**config.mk**
```make
export PLATFORM = sky130hd
export DESIGN_NAME = rstvec_seq
export DESIGN_NICKNAME = d
export VERILOG_FILES = /design/src/rtl/rv_pkg.sv /design/src/rtl/rv_fsm.sv /design/src/rtl/rv_vecload.sv /design/src/rtl/rv_sysregs.sv /design/src/rtl/rstvec_seq.sv
export SDC_FILE = /design/constraint.sdc
export NUM_CORES = 1
export LEC_CHECK = 0
export ABC_CLOCK_PERIOD_IN_PS = 1950
export BUFFER_PORTS_ARGS = -buffer_cell sky130_fd_sc_hd__buf_4
export CORE_MARGIN = 5
export CORE_UTILIZATION = 45
export CTS_BUF_LIST = sky130_fd_sc_hd__clkbuf_4 sky130_fd_sc_hd__clkbuf_8
export DETAILED_ROUTE_END_ITERATION = 6
export PLACE_DENSITY = 0.82
export SYNTH_ARGS = -nofsm -noshare
export SYNTH_HDL_FRONTEND = slang
export SYNTH_SLANG_ARGS = --single-unit
```
**constraint.sdc**
```tcl
create_clock -name clk -period 1.95 [get_ports clk]
set_input_delay 0.2925 -clock clk [delete_from_list [all_inputs] [get_ports clk]]
set_output_delay 0.2925 -clock clk [all_outputs]
set_load 0.1 [all_outputs]
```
**src/rtl/rv_pkg.sv**
```systemverilog
package rv_pkg;

    typedef enum logic [2:0] {
        ST_IDLE,
        ST_READ_SP,
        ST_WAIT_SP,
        ST_READ_PC,
        ST_WAIT_PC,
        ST_INIT,
        ST_DONE
    } rv_state_e;

    localparam int EXC_W  = 9;
    localparam int IT_W   = 8;
    localparam int PRI_W  = 8;
    localparam int CTL_W  = 2;

endpackage

```
**src/rtl/rv_fsm.sv**
```systemverilog
module rv_fsm
    import rv_pkg::*;
(
    input  logic      clk,
    input  logic      rst_n,
    input  logic      rvalid,
    output logic      req,
    output logic      sel_pc,
    output logic      cap_sp,
    output logic      cap_pc,
    output logic      do_init,
    output logic      done
);

    rv_state_e state_q, state_d;
    logic      done_q;

    always_comb begin
        state_d = state_q;
        unique case (state_q)
            ST_IDLE:    state_d = ST_READ_SP;
            ST_READ_SP: state_d = ST_WAIT_SP;
            ST_WAIT_SP: if (rvalid) state_d = ST_READ_PC;
            ST_READ_PC: state_d = ST_WAIT_PC;
            ST_WAIT_PC: if (rvalid) state_d = ST_INIT;
            ST_INIT:    state_d = ST_DONE;
            ST_DONE:    state_d = ST_DONE;
            default:    state_d = ST_IDLE;
        endcase
    end

    always_ff @(posedge clk) begin
        if (!rst_n) begin
            state_q <= ST_IDLE;
            done_q  <= 1'b0;
        end else begin
            state_q <= state_d;
            done_q  <= (state_q == ST_INIT);
        end
    end

    always_comb begin
        req     = 1'b0;
        sel_pc  = 1'b0;
        cap_sp  = 1'b0;
        cap_pc  = 1'b0;
        do_init = 1'b0;
        unique case (state_q)
            ST_READ_SP: req = 1'b1;
            ST_WAIT_SP: cap_sp = rvalid;
            ST_READ_PC: begin
                req    = 1'b1;
                sel_pc = 1'b1;
            end
            ST_WAIT_PC: begin
                sel_pc = 1'b1;
                cap_pc = rvalid;
            end
            ST_INIT:    do_init = 1'b1;
            default:    ;
        endcase
        done = done_q;
    end

endmodule

```
**src/rtl/rv_vecload.sv**
```systemverilog
module rv_vecload #(
    parameter int DATA_W   = 32,
    parameter int SP_ALIGN = 2
) (
    input  logic              clk,
    input  logic              rst_n,
    input  logic              cap_sp,
    input  logic              cap_pc,
    input  logic [DATA_W-1:0] rdata,
    output logic [DATA_W-1:0] msp,
    output logic [DATA_W-1:0] pc,
    output logic              tbit,
    output logic              vec_err
);

    localparam logic [DATA_W-1:0] SP_MASK = ~((DATA_W'(1) << SP_ALIGN) - DATA_W'(1));
    localparam logic [DATA_W-1:0] PC_MASK = ~DATA_W'(1);

    always_ff @(posedge clk) begin
        if (!rst_n) begin
            msp     <= '0;
            pc      <= '0;
            tbit    <= 1'b0;
            vec_err <= 1'b0;
        end else begin
            if (cap_sp) msp <= rdata & SP_MASK;
            if (cap_pc) begin
                pc   <= rdata & PC_MASK;
                tbit <= rdata[0];
                if (!rdata[0]) vec_err <= 1'b1;
            end
        end
    end

endmodule

```
**src/rtl/rv_sysregs.sv**
```systemverilog
module rv_sysregs
    import rv_pkg::*;
#(
    parameter int DATA_W   = 32,
    parameter int SP_ALIGN = 2
) (
    input  logic              clk,
    input  logic              rst_n,
    input  logic              do_init,
    input  logic [DATA_W-1:0] psp_in,
    output logic [DATA_W-1:0] psp,
    output logic [DATA_W-1:0] lr,
    output logic [EXC_W-1:0]  exc_num,
    output logic [IT_W-1:0]   it_state,
    output logic              primask,
    output logic              faultmask,
    output logic [PRI_W-1:0]  basepri,
    output logic [CTL_W-1:0]  control,
    output logic              thread_mode
);

    localparam logic [DATA_W-1:0] LR_INIT = '1;

    // Keep the upper bits of the process stack pointer and zero the alignment bits.
    logic [DATA_W-1:0] psp_aligned;
    genvar b;
    generate
        for (b = 0; b < DATA_W; b++) begin : g_psp
            if (b < SP_ALIGN) begin : g_lo
                assign psp_aligned[b] = 1'b0;
            end else begin : g_hi
                assign psp_aligned[b] = psp_in[b];
            end
        end
    endgenerate

    always_ff @(posedge clk) begin
        if (!rst_n) begin
            psp         <= '0;
            lr          <= '0;
            exc_num     <= '0;
            it_state    <= '0;
            primask     <= 1'b0;
            faultmask   <= 1'b0;
            basepri     <= '0;
            control     <= '0;
            thread_mode <= 1'b0;
        end else if (do_init) begin
            psp         <= psp_aligned;
            lr          <= LR_INIT;
            exc_num     <= '0;
            it_state    <= '0;
            primask     <= 1'b0;
            faultmask   <= 1'b0;
            basepri     <= '0;
            control     <= '0;
            thread_mode <= 1'b1;
        end
    end

endmodule

```
**src/rtl/rstvec_seq.sv**
```systemverilog
module rstvec_seq
    import rv_pkg::*;
#(
    parameter logic [31:0] VT_BASE  = 32'h0000_0000,
    parameter int          SP_ALIGN = 2
) (
    input  logic              clk,
    input  logic              rst_n,
    output logic              mem_req,
    output logic [31:0]       mem_addr,
    input  logic              mem_rvalid,
    input  logic [31:0]       mem_rdata,
    input  logic [31:0]       psp_in,
    output logic [31:0]       msp,
    output logic [31:0]       psp,
    output logic [31:0]       lr,
    output logic [31:0]       pc,
    output logic              tbit,
    output logic [EXC_W-1:0]  exc_num,
    output logic [IT_W-1:0]   it_state,
    output logic              primask,
    output logic              faultmask,
    output logic [PRI_W-1:0]  basepri,
    output logic [CTL_W-1:0]  control,
    output logic              thread_mode,
    output logic              vec_err,
    output logic              done
);

    localparam logic [31:0] SP_SLOT = VT_BASE;
    localparam logic [31:0] PC_SLOT = VT_BASE + 32'd4;

    logic sel_pc, cap_sp, cap_pc, do_init;

    rv_fsm u_fsm (
        .clk     (clk),
        .rst_n   (rst_n),
        .rvalid  (mem_rvalid),
        .req     (mem_req),
        .sel_pc  (sel_pc),
        .cap_sp  (cap_sp),
        .cap_pc  (cap_pc),
        .do_init (do_init),
        .done    (done)
    );

    assign mem_addr = sel_pc ? PC_SLOT : SP_SLOT;

    rv_vecload #(.DATA_W(32), .SP_ALIGN(SP_ALIGN)) u_load (
        .clk     (clk),
        .rst_n   (rst_n),
        .cap_sp  (cap_sp),
        .cap_pc  (cap_pc),
        .rdata   (mem_rdata),
        .msp     (msp),
        .pc      (pc),
        .tbit    (tbit),
        .vec_err (vec_err)
    );

    rv_sysregs #(.DATA_W(32), .SP_ALIGN(SP_ALIGN)) u_sys (
        .clk         (clk),
        .rst_n       (rst_n),
        .do_init     (do_init),
        .psp_in      (psp_in),
        .psp         (psp),
        .lr          (lr),
        .exc_num     (exc_num),
        .it_state    (it_state),
        .primask     (primask),
        .faultmask   (faultmask),
        .basepri     (basepri),
        .control     (control),
        .thread_mode (thread_mode)
    );

endmodule

```
==> results.yml <==
yosys:
  yosys.area.top_type_share: 0.451
  synth.area.top_cells: "dfxtp_1 45%, buf_4 17%, nand2_1 15%"
  ys_types: 29
  synth_ff_type: "dfxtp_1"
  synth-seq-cells: 98
  syn_area_um2: 4350
  yosysWarningCount: 0
  synth-edff-count: 0
  yosysTopAreaCell: "dfxtp_1"
  synthArstFlopShare: 0
  syn_avg_cell_area_um2: 8.09
  synthCells: 538
  ys_seq_area_frac: 0.451
die:
  core_area_um2: 9330
  die_area_um2: 11700
  die_y_um: 108
  start_util: 0.467
  fp.dieW_um: 108
  fp-row-count: 35
  io_pins: 261
sta:
  finalSetupViolCount: 0
  rsz0062_at_grt: "false"
  tns_ns: 0
  tightestPinTransition_ns: 0.540
  min_period_ns: 1.84
  fmax_mhz: 543
  max_slew_margin: 0.640
  fin_crit_sh: 0.944
  finalHoldViolCount: 0
  fin_ws_ns: 0.109
  clock_skew_ns: 0.0179
  report.final.slew_viol_count: 0
layout:
  layout.nets: 755
  syn2layout_area_growth_pct: 27.9
  diodes: 0
  drive_gt1_frac: 0.356
  instances_no_fill: 818
  finalCoreUtilization: 0.597
  final_cell_mix: "199 x buf_4, 178 x nand2_1, 96 x dfxtp_1"
  final_common_cell: "buf_4"
global_routing:
  use_met1: 0.199
  grt_pass1_vias: 3435
  antenna_found_initial: 0
  grt_max_degree: 54
  use_met2: 0.352
  grt_pass1_wl_mm: 17.2
  overflow: 0
  top_usage_layer: "met2"
  grt_use_met3: 0.0466
  grtUsageTotal: 0.186
run_status:
  outcome: "complete, no violations"
clock_network:
  numCtsBuffers: 9
  clock_sinks: 98
  root_buffer: "clkbuf_8"
  cts_hold_buf: 0
  cts_tree: "built"
  postCtsSetupBuffers: 0
  h-tree-depth: 3
  clk_latency_ns: 0.36
  clk_pin_slew_ns: 0.10
  clk_path_buf_depth: 2
place:
  io_buffers: 193
  place.gp.congestion: 0.760
  dp.cells: 802
  dp_hpwl_mm: 8.98
  preCtsSetupSlack_ns: 0.326
setup_path:
  end_kind: "primary output"
  cp-start-kind: "flop"
  crit_type: "reg2out"
  crit_arrival_ns: 1.55
  crit_fanout: 7
  crit_required_ns: 1.66
power_and_ir_drop:
  power.density_nw_per_um2: 1230
  leakagePower_nw: 2.46
  finalPower_mw: 6.86
  vdd_drop_max_uv: 625
drt:
  vias_per_cell: 4.58
  drc_errors: 0
  antenna_left: 0
  vias: 3743
  drt_pass1_iterations: 4
  drt_iter0_markers: 141
  drt-total-wl_mm: 11.8
  wire_per_inst_um: 14.4
hold_path:
  hp-class: "in2reg"
job:
  drv_cap: 0
power by group:
part / switching, mW / total [mW] / leakage [nW] / internal (mW)
logic: 2.57 / 3.13 / 1.56 / 0.563
registers: 0.115 / 2.27 / 0.792 / 2.15
clock network: 0.725 / 1.46 / 0.111 / 0.735
worst paths after layout:
check | startpoint | endpoint | slack, ns | cells past startpoint
setup / recovery | u_fsm.state_q[1]$_SDFFE_PN0P_ | mem_addr[2] | 0.11 | 4
hold / removal | rst_n | u_load.vec_err$_SDFFE_PN0P_ | 0.17 | 2
setup reg to reg | u_fsm.state_q[1]$_SDFFE_PN0P_ | u_load.pc[18]$_SDFFE_PN0P_ | 0.38 | 6
hold reg to reg | u_load.msp[10]$_SDFFE_PN0P_ | u_load.msp[10]$_SDFFE_PN0P_ | 0.46 | 2
Yosys cell counts, types with 2 or more instances:
cell and number:
a21oi_1 82, nand2_2 7, ha_1 4, buf_2 14, clkbuf_1 7, buf_4 99
a21oi_2 12, nor2_1 8, inv_1 2, dfxtp_1 98, nand2_1 178, buf_6 10
metal layers:
| metal | wire length (um) | vias up |
|---|---|---|
| met4 | 179 | 0 |
| met5 | 0 | - |
| met1 | 4180 | 1730 |
| met3 | 1130 | 15 |
| met2 | 6290 | 171 |
| li1 | - | 1827 |
stage by stage:
stage / cell area (um^2) / hold WS (ns)
after floorplan: 4600 / 0.410
after global placement: 5340 / 0.443
after detailed placement: 5340 / 0.449
after CTS: 5560 / 0.150
after global routing: 5570 / 0.154
final: 5570 / 0.168
worst max-delay path: stages, from the launching register on:
cell and delay [ns]:
dfxtp_1 0.39, inv_1 0.09, ha_2 0.21, mux2_2 0.27, buf_4 0.23
final cells by class:
| cell class | count | area [um^2] |
|---|---|---|
| clock inverter | 7 | 98.8 |
| sequential | 98 | 1960 |
| tap | 129 | 161 |
| fill | 841 | 3760 |
| timing repair buffer | 201 | 1530 |
| multi-input combinational | 371 | 1670 |
| inverter | 3 | 12.5 |
| clock buffer | 9 | 124 |
flip-flops by register name (all words and copies together), names as in the netlist:
register / count
u_load.tbit: 1
u_fsm.state_q: 3
u_load.pc: 31
u_load.msp: 30
u_sys.psp: 30
u_sys.lr: 1
u_load.vec_err: 1
u_fsm.done: 1
cell families (layout without fill, tap and decap cells):
| family | Yosys count | count (layout) | share of synthesized area |
|---|---|---|---|
| buffers and inverters | 133 | 220 | 0.221 |
| muxes | 2 | 2 | 0.00489 |
| AOI/OAI and AO/OA | 100 | 100 | 0.129 |
| other | 1 | 65 | 0.000862 |
| adders and majority gates | 4 | 4 | 0.0115 |
| and+or+nand+nor | 200 | 200 | 0.181 |
| DFF | 98 | 98 | 0.451 |
what timing repair did:
action	CTS	global route
pin swaps	0	0
gates resized for setup	1	1
cloned	0	0
setup endpoints to repair	1	1
(Power assumes the default switching activity.)
